$ cat src/rtl/tw_spi_pkg.sv
package tw_spi_pkg;
  localparam int unsigned BYTE_W = 8;

  typedef enum logic [2:0] {
    SQ_IDLE, SQ_TX0, SQ_BGAP, SQ_TX1, SQ_RSP
  } seq_state_e;

  typedef enum logic [2:0] {
    TX_IDLE, TX_LEAD, TX_HIGH, TX_LOW, TX_TRAIL
  } tx_state_e;
endpackage

$ cat src/rtl/tw_spi_tx.sv
module tw_spi_tx
  import tw_spi_pkg::*;
#(
  parameter int unsigned HALF_CYC = 8
) (
  input  logic              clk_i,
  input  logic              rst_ni,
  input  logic              start_i,
  input  logic [BYTE_W-1:0] byte_i,
  output logic              done_o,
  output logic              sck_o,
  output logic              sd_o,
  output logic              ss_n_o
);
  localparam int unsigned HW = (HALF_CYC < 2) ? 1 : $clog2(HALF_CYC);
  localparam int unsigned BW = $clog2(BYTE_W + 1);

  tx_state_e         st_q;
  logic [HW-1:0]     cnt_q;
  logic [BYTE_W-1:0] sh_q;
  logic [BW-1:0]     bits_q;
  logic              phase_end;
  logic              framed;

  assign phase_end = (cnt_q == HW'(HALF_CYC - 1));
  assign framed    = (st_q == TX_LEAD) || (st_q == TX_HIGH) || (st_q == TX_LOW);

  always_ff @(posedge clk_i or negedge rst_ni) begin
    if (!rst_ni) begin
      st_q   <= TX_IDLE;
      cnt_q  <= '0;
      sh_q   <= '0;
      bits_q <= '0;
    end else if (st_q == TX_IDLE) begin
      if (start_i) begin
        sh_q   <= byte_i;
        bits_q <= '0;
        cnt_q  <= '0;
        st_q   <= TX_LEAD;
      end
    end else if (!phase_end) begin
      cnt_q <= cnt_q + HW'(1);
    end else begin
      cnt_q <= '0;
      unique case (st_q)
        TX_LEAD: st_q <= TX_HIGH;
        TX_HIGH: begin
          // falling edge: next bit onto the wire
          sh_q   <= {sh_q[BYTE_W-2:0], 1'b0};
          bits_q <= bits_q + BW'(1);
          st_q   <= TX_LOW;
        end
        TX_LOW:   st_q <= (bits_q == BW'(BYTE_W)) ? TX_TRAIL : TX_HIGH;
        TX_TRAIL: st_q <= TX_IDLE;
        default:  st_q <= TX_IDLE;
      endcase
    end
  end

  assign sck_o  = (st_q == TX_HIGH);
  assign ss_n_o = !framed;
  assign sd_o   = framed & sh_q[BYTE_W-1];
  assign done_o = (st_q == TX_TRAIL) && phase_end;
endmodule

$ cat src/rtl/tw_spi_rx.sv
module tw_spi_rx
  import tw_spi_pkg::*;
#(
  parameter int unsigned SYNC_N = 2
) (
  input  logic              clk_i,
  input  logic              rst_ni,
  input  logic              en_i,
  input  logic              sck_i,
  input  logic              sd_i,
  input  logic              ss_n_i,
  output logic              byte_valid_o,
  output logic [BYTE_W-1:0] byte_o
);
  localparam int unsigned BW = $clog2(BYTE_W);
  localparam logic [2:0] PIN_RST = 3'b100; // {ss_n, sd, sck}

  logic [2:0]        sync_q [SYNC_N];
  logic              sck_s, sd_s, ss_s, sck_d;
  logic              rise;
  logic [BYTE_W-1:0] sh_q;
  logic [BW-1:0]     bits_q;

  always_ff @(posedge clk_i or negedge rst_ni) begin
    if (!rst_ni) begin
      for (int i = 0; i < SYNC_N; i++) sync_q[i] <= PIN_RST;
      sck_d <= 1'b0;
    end else begin
      sync_q[0] <= {ss_n_i, sd_i, sck_i};
      for (int i = 1; i < SYNC_N; i++) sync_q[i] <= sync_q[i-1];
      sck_d <= sck_s;
    end
  end

  assign {ss_s, sd_s, sck_s} = sync_q[SYNC_N-1];
  assign rise = sck_s & !sck_d;

  always_ff @(posedge clk_i or negedge rst_ni) begin
    if (!rst_ni) begin
      sh_q         <= '0;
      bits_q       <= '0;
      byte_o       <= '0;
      byte_valid_o <= 1'b0;
    end else begin
      byte_valid_o <= 1'b0;
      if (!en_i || ss_s) begin
        bits_q <= '0;
      end else if (rise) begin
        sh_q <= {sh_q[BYTE_W-2:0], sd_s};
        if (bits_q == BW'(BYTE_W - 1)) begin
          bits_q       <= '0;
          byte_o       <= {sh_q[BYTE_W-2:0], sd_s};
          byte_valid_o <= 1'b1;
        end else begin
          bits_q <= bits_q + BW'(1);
        end
      end
    end
  end
endmodule

$ cat src/rtl/tw_spi_rsp_buf.sv
module tw_spi_rsp_buf
  import tw_spi_pkg::*;
(
  input  logic              clk_i,
  input  logic              rst_ni,
  input  logic              load_i,
  input  logic [BYTE_W-1:0] data_i,
  input  logic              ready_i,
  output logic              valid_o,
  output logic [BYTE_W-1:0] data_o,
  output logic              overrun_o
);
  always_ff @(posedge clk_i or negedge rst_ni) begin
    if (!rst_ni) begin
      valid_o   <= 1'b0;
      data_o    <= '0;
      overrun_o <= 1'b0;
    end else begin
      overrun_o <= load_i && valid_o && !ready_i;
      if (load_i && (!valid_o || ready_i)) begin
        data_o  <= data_i;
        valid_o <= 1'b1;
      end else if (valid_o && ready_i) begin
        valid_o <= 1'b0;
      end
    end
  end
endmodule

$ cat src/rtl/tw_spi_seq.sv
module tw_spi_seq
  import tw_spi_pkg::*;
#(
  parameter int unsigned BYTE_GAP    = 6250,
  parameter int unsigned SEQ_GAP     = 125000,
  parameter int unsigned RSP_TIMEOUT = 250000,
  parameter int unsigned CNT_W       = 4
) (
  input  logic              clk_i,
  input  logic              rst_ni,
  input  logic              cmd_valid_i,
  output logic              cmd_ready_o,
  input  logic              cmd_two_i,
  input  logic [BYTE_W-1:0] cmd_byte0_i,
  input  logic [BYTE_W-1:0] cmd_byte1_i,
  input  logic [CNT_W-1:0]  cmd_rsp_cnt_i,
  output logic              tx_start_o,
  output logic [BYTE_W-1:0] tx_byte_o,
  input  logic              tx_done_i,
  output logic              rx_en_o,
  input  logic              rx_byte_valid_i,
  output logic              drive_o,
  output logic              seq_done_o,
  output logic              seq_timeout_o
);
  localparam int unsigned GW = $clog2(BYTE_GAP + 1);
  localparam int unsigned QW = $clog2(SEQ_GAP + 1);
  localparam int unsigned TW = $clog2(RSP_TIMEOUT + 1);

  seq_state_e        st_q;
  logic              two_q;
  logic [BYTE_W-1:0] b1_q;
  logic [CNT_W-1:0]  left_q;
  logic [GW-1:0]     gap_q;
  logic [QW-1:0]     quiet_q;
  logic [TW-1:0]     wait_q;
  logic              accept;

  assign cmd_ready_o = (st_q == SQ_IDLE) && (quiet_q == '0);
  assign accept      = cmd_valid_i && cmd_ready_o;
  assign tx_start_o  = accept || ((st_q == SQ_BGAP) && (gap_q == '0));
  assign tx_byte_o   = (st_q == SQ_IDLE) ? cmd_byte0_i : b1_q;
  assign drive_o     = (st_q == SQ_TX0) || (st_q == SQ_BGAP) || (st_q == SQ_TX1);
  assign rx_en_o     = (st_q == SQ_RSP);

  always_ff @(posedge clk_i or negedge rst_ni) begin
    if (!rst_ni) begin
      st_q          <= SQ_IDLE;
      two_q         <= 1'b0;
      b1_q          <= '0;
      left_q        <= '0;
      gap_q         <= '0;
      quiet_q       <= '0;
      wait_q        <= '0;
      seq_done_o    <= 1'b0;
      seq_timeout_o <= 1'b0;
    end else begin
      seq_done_o    <= 1'b0;
      seq_timeout_o <= 1'b0;
      if (quiet_q != '0) quiet_q <= quiet_q - QW'(1);
      unique case (st_q)
        SQ_IDLE: if (accept) begin
          two_q  <= cmd_two_i;
          b1_q   <= cmd_byte1_i;
          left_q <= cmd_rsp_cnt_i;
          st_q   <= SQ_TX0;
        end
        SQ_TX0, SQ_TX1: if (tx_done_i) begin
          if ((st_q == SQ_TX0) && two_q) begin
            gap_q <= GW'(BYTE_GAP - 1);
            st_q  <= SQ_BGAP;
          end else if (left_q == '0) begin
            st_q       <= SQ_IDLE;
            seq_done_o <= 1'b1;
            quiet_q    <= QW'(SEQ_GAP);
          end else begin
            wait_q <= '0;
            st_q   <= SQ_RSP;
          end
        end
        SQ_BGAP: begin
          if (gap_q == '0) st_q <= SQ_TX1;
          else             gap_q <= gap_q - GW'(1);
        end
        SQ_RSP: begin
          if (rx_byte_valid_i) begin
            wait_q <= '0;
            if (left_q == CNT_W'(1)) begin
              st_q       <= SQ_IDLE;
              seq_done_o <= 1'b1;
              quiet_q    <= QW'(SEQ_GAP);
            end
            left_q <= left_q - CNT_W'(1);
          end else if (wait_q == TW'(RSP_TIMEOUT - 1)) begin
            st_q          <= SQ_IDLE;
            seq_done_o    <= 1'b1;
            seq_timeout_o <= 1'b1;
            quiet_q       <= QW'(SEQ_GAP);
          end else begin
            wait_q <= wait_q + TW'(1);
          end
        end
        default: st_q <= SQ_IDLE;
      endcase
    end
  end
endmodule

$ cat src/rtl/tw_spi_host.sv
module tw_spi_host
  import tw_spi_pkg::*;
#(
  parameter int unsigned HALF_CYC    = 8,
  parameter int unsigned BYTE_GAP    = 6250,
  parameter int unsigned SEQ_GAP     = 125000,
  parameter int unsigned RSP_TIMEOUT = 250000,
  parameter int unsigned CNT_W       = 4,
  parameter int unsigned SYNC_N      = 2
) (
  input  logic              clk_i,
  input  logic              rst_ni,
  input  logic              cmd_valid_i,
  output logic              cmd_ready_o,
  input  logic              cmd_two_i,
  input  logic [BYTE_W-1:0] cmd_byte0_i,
  input  logic [BYTE_W-1:0] cmd_byte1_i,
  input  logic [CNT_W-1:0]  cmd_rsp_cnt_i,
  output logic              rsp_valid_o,
  input  logic              rsp_ready_i,
  output logic [BYTE_W-1:0] rsp_data_o,
  output logic              rsp_overrun_o,
  output logic              seq_done_o,
  output logic              seq_timeout_o,
  input  logic              sck_i,
  output logic              sck_o,
  output logic              sck_oe_o,
  input  logic              sd_i,
  output logic              sd_o,
  output logic              sd_oe_o,
  input  logic              ss_n_i,
  output logic              ss_n_o,
  output logic              ss_n_oe_o
);
  logic              tx_start, tx_done, drive;
  logic [BYTE_W-1:0] tx_byte;
  logic              rx_en, rx_valid;
  logic [BYTE_W-1:0] rx_byte;

  tw_spi_seq #(
    .BYTE_GAP   (BYTE_GAP),
    .SEQ_GAP    (SEQ_GAP),
    .RSP_TIMEOUT(RSP_TIMEOUT),
    .CNT_W      (CNT_W)
  ) u_seq (
    .clk_i          (clk_i),
    .rst_ni         (rst_ni),
    .cmd_valid_i    (cmd_valid_i),
    .cmd_ready_o    (cmd_ready_o),
    .cmd_two_i      (cmd_two_i),
    .cmd_byte0_i    (cmd_byte0_i),
    .cmd_byte1_i    (cmd_byte1_i),
    .cmd_rsp_cnt_i  (cmd_rsp_cnt_i),
    .tx_start_o     (tx_start),
    .tx_byte_o      (tx_byte),
    .tx_done_i      (tx_done),
    .rx_en_o        (rx_en),
    .rx_byte_valid_i(rx_valid),
    .drive_o        (drive),
    .seq_done_o     (seq_done_o),
    .seq_timeout_o  (seq_timeout_o)
  );

  tw_spi_tx #(.HALF_CYC(HALF_CYC)) u_tx (
    .clk_i  (clk_i),
    .rst_ni (rst_ni),
    .start_i(tx_start),
    .byte_i (tx_byte),
    .done_o (tx_done),
    .sck_o  (sck_o),
    .sd_o   (sd_o),
    .ss_n_o (ss_n_o)
  );

  tw_spi_rx #(.SYNC_N(SYNC_N)) u_rx (
    .clk_i       (clk_i),
    .rst_ni      (rst_ni),
    .en_i        (rx_en),
    .sck_i       (sck_i),
    .sd_i        (sd_i),
    .ss_n_i      (ss_n_i),
    .byte_valid_o(rx_valid),
    .byte_o      (rx_byte)
  );

  tw_spi_rsp_buf u_buf (
    .clk_i    (clk_i),
    .rst_ni   (rst_ni),
    .load_i   (rx_valid),
    .data_i   (rx_byte),
    .ready_i  (rsp_ready_i),
    .valid_o  (rsp_valid_o),
    .data_o   (rsp_data_o),
    .overrun_o(rsp_overrun_o)
  );

  assign sck_oe_o  = drive;
  assign sd_oe_o   = drive;
  assign ss_n_oe_o = drive;
endmodule

$ cat config.mk
export PLATFORM = sky130hd
export DESIGN_NAME = tw_spi_host
export DESIGN_NICKNAME = d
export VERILOG_FILES = /design/src/rtl/tw_spi_pkg.sv /design/src/rtl/tw_spi_tx.sv /design/src/rtl/tw_spi_rx.sv /design/src/rtl/tw_spi_rsp_buf.sv /design/src/rtl/tw_spi_seq.sv /design/src/rtl/tw_spi_host.sv
export SDC_FILE = /design/constraint.sdc
export NUM_CORES = 1
export LEC_CHECK = 0
export BUFFER_PORTS_ARGS = -buffer_cell sky130_fd_sc_hd__buf_4
export CORE_MARGIN = 3
export CORE_UTILIZATION = 35
export DETAILED_ROUTE_END_ITERATION = 8
export PLACE_DENSITY_LB_ADDON = 0.05
export SLEW_MARGIN = 20
export SYNTH_ARGS = -nofsm -noshare
export SYNTH_HDL_FRONTEND = slang
export SYNTH_SLANG_ARGS = --single-unit
$ cat constraint.sdc
create_clock -name clk_i -period 4.7 [get_ports clk_i]
set_input_delay 0 -clock clk_i [delete_from_list [all_inputs] [get_ports clk_i]]
set_output_delay 0 -clock clk_i [all_outputs]
set_load 0.02 [all_outputs]
==> impl_metrics.py <==
metrics = {
    "logic_synthesis": {
        "yosys.area.top_type": "dfrtp_1",
        "synth.top_cell.area_share_pct": 50.2,
        "synth_cells": 569,
        "seq_area_frac_synth_pct": 51.1,
        "synth_ff_type": "dfrtp_1",
        "synth_cell_type_count": 70,
        "syn_nets": 610,
        "async_flop_share_pct": 100,
        "ys_warn_count": 0,
        "synth-seq-cells": 120,
        "netlist_area_um2": 5880,
        "synth_edf_count": 0,
        "synth.area.top_cells": "dfrtp_1, nand2_1, mux2_2",
        "synth_area_per_cell_um2": 10.3,
    },
    "route": {
        "vias": 4470,
        "detail_route.iter0.violations": 257,
        "viasPerCell": 5.17,
        "drt_wl_total_mm": 13.4,
        "drt_first_pass_iters": 4,
        "ant_nets": 0,
        "drc": 0,
        "post_drt_wl_per_cell_um": 15.5,
    },
    "sta": {
        "skew_ns": 0.0104,
        "hold_slack_ns": 0.0326,
        "hold_viol": 0,
        "rsz0062_at_grt": "false",
        "worst_slew_pin_slew_ns": 1.06,
        "max_freq_ghz": 0.368,
        "relSlewSlack_pct": 28.5,
        "setup-tns-final_ns": 0,
        "period_share_pct": 57.8,
        "period_minus_slack_ns": 2.72,
        "drv_slew": 0,
        "finalSetupViolCount": 0,
    },
    "min_path": {
        "min_from": "cmd_valid_i",
        "holdPathEnd": "u_seq.st_q[0]$_DFFE_PN0P_",
        "worstHoldPathCells": 4,
        "min_path_type": "in -> reg",
    },
    "setup_path": {
        "reg2reg_to": "u_tx.sh_q[3]$_DFFE_PN0P_",
        "critPathMaxStageDelay_ns": 0.53,
        "crit_path_start": "u_seq.gap_q[0]$_DFFE_PN0P_",
        "worst-path-buf-inv": 1,
        "path_max_fanout": 11,
        "r2r_slack_ns": 1.98,
        "slowest_stage": "or3b_2",
        "required_ns": 5.01,
        "start_kind": "flop",
        "crit_type": "reg -> reg",
        "worst_path_dominant_cell_family": "simple AND/OR/NAND/NOR gates",
        "path_cells": "inv_1 > ha_1 > or3b_2 > or4_4 > o21ai_4 > o21a_2 > mux2_2",
        "endpoint_kind": "flop",
        "arrival_ns": 3.02,
        "ff2ff_path_depth": 7,
        "r2r_start": "u_seq.gap_q[0]$_DFFE_PN0P_",
    },
    "clock_tree": {
        "cts_buffers": 17,
        "tritoncts": "built",
        "cts_sinks": 120,
        "cts_resized": 0,
        "worstSkewPairLatency_ns": 0.42,
        "cts_buffer_depth": 2,
        "root_buffer": "clkbuf_16",
        "clk_pin_slew_ns": 0.06,
        "htree_levels": 4,
    },
    "placed_design": {
        "dp_hpwl_mm": 9.16,
        "gp_congestion": 0.813,
        "port_buffers": 46,
    },
    "floorplanning": {
        "initial_utilization_pct": 36.4,
        "num_rows": 46,
        "die_h_um": 136,
        "dieWidth_um": 136,
        "ios": 47,
        "core_um2": 16200,
        "die-area_um2": 18400,
    },
    "layout": {
        "area_growth_pct": 23.1,
        "diodes": 0,
        "layout.nets": 677,
        "drive_above_1_share_pct": 18.5,
        "layout_commonest_cell": "dfrtp_1",
        "fill_cells": 1539,
        "layout_common_cells": "dfrtp_1, nand2_1, buf_4",
    },
    "pwr": {
        "p_per_area_nw_per_um2": 738,
        "max-vdd-ir-drop_mv": 0.341,
        "leakagePower_nw": 3.35,
    },
    "global_routing": {
        "grt_pass1_wl_mm": 22.5,
        "grt_max_degree": 78,
        "track_usage_pct": 15.4,
        "antenna_found_initial": 0,
        "overflow": 0,
        "grt_pass1_vias": 4434,
    },
    "job": {
        "maxCapViolCount": 0,
    },
    "run_status": {
        "status": "complete, no violations",
    },
}
==> cell type report <==
type / count / area (um2) / area share (%)
Clock inverter: 12 / 164 / 2.26
Timing Repair Buffer: 69 / 569 / 7.87
Tap cell: 216 / 270 / 3.73
Inverter: 26 / 97.6 / 1.35
Multi-Input combinational cell: 402 / 2690 / 37.1
Clock buffer: 20 / 447 / 6.17
Sequential cell: 120 / 3010 / 41.5
==> state kept, by name, indices dropped and copies added (netlist names), 3 cells and up <==
signal	flops
u_tx.st_q	3
u_seq.b1_q	8
u_seq.left_q	4
u_buf.data_o	8
u_seq.quiet_q	17
u_rx.sh_q	7
u_tx.sh_q	8
u_rx.bits_q	3
u_rx.byte_o	8
u_seq.st_q	3
u_rx.sync_q	3
u_seq.wait_q	18
u_tx.bits_q	4
u_tx.cnt_q	3
u_seq.gap_q	13
==> cell usage after synthesis (12+ instances only) <==
cell        n
dfrtp_1   118
nand2_1    66
nor2_1     48
inv_1      25
nor3_1     23
o21ai_0    19
a21oi_1    17
mux2_2     17
nand3_1    15
xnor2_1    15
clkbuf_1   13
ha_1       13
mux2i_1    13
nor4_1     12
==> where the power goes <==
group          switching [mW]  internal, mW
clock                   0.493         0.857
combinational            1.44          1.02
sequential              0.214          1.32
==> worst register-to-register path: cells and delay by family, from the launching register on <==
family / cells / cell delay (ns)
mux: 1 / 0.38
buf+inv: 1 / 0.07
flops: 1 / 0.41
fa+ha+maj: 1 / 0.19
compound gates: 2 / 0.51
simple gates: 2 / 1.06
==> per-stage QoR <==
| stage | setup slack (ns) | instances | area, um2 | total power, mW | utilization, % |
|---|---|---|---|---|---|
| after floorplan | 2.23 | 569 | 5880 | 3.39 | - |
| after global placement | 2.04 | 814 | 6420 | 3.95 | 39.7 |
| after detailed placement | 1.97 | 814 | 6430 | 4.02 | 39.7 |
| after CTS | 1.95 | 865 | 7230 | 5.42 | 44.7 |
| after global routing | 1.84 | 865 | 7240 | 5.80 | 44.8 |
| final | 1.98 | 865 | 7240 | 5.34 | 44.8 |
==> how the worst max path moves through the flow <==
| stage | end | slack, ns | cells past startpoint |
|---|---|---|---|
| after floorplan | u_tx.sh_q[4]$_DFFE_PN0P_ | 2.23 | 8 |
| after global placement | u_tx.sh_q[3]$_DFFE_PN0P_ | 2.04 | 7 |
| after detailed placement | u_seq.wait_q[8]$_DFFE_PN0P_ | 1.97 | 6 |
| after CTS | u_seq.wait_q[8]$_DFFE_PN0P_ | 1.95 | 6 |
| after global routing | u_tx.sh_q[3]$_DFFE_PN0P_ | 1.84 | 7 |
| final | u_tx.sh_q[3]$_DFFE_PN0P_ | 1.98 | 7 |
==> timing repair <==
action / CTS / global route
hold endpoints to repair: 93 / 0
setup endpoints to repair: 0 / 0
hold buffers: 19 / 0
buffers inserted: 0 / 0
==> kinds of logic after synthesis <==
logic type      share of synthesized area (%)
compound gates                           9.68
xor+xnor                                 3.72
fa+ha+maj                                2.77
buf+inv                                  3.40
flops                                    51.1
mux                                      7.58
simple gates                             21.7
==> routing by layer <==
| metal | track usage [%] | share of wire (%) | up-vias |
|---|---|---|---|
| li1 | - | - | 2178 |
| met1 | 21.5 | 49 | 2226 |
| met2 | 23.0 | 46 | 49 |
| met3 | 4.23 | 3.2 | 17 |
| met4 | 5.32 | 1.6 | 0 |
| met5 | 0 | 0 | - |
Power figures use the tool's default switching activity.
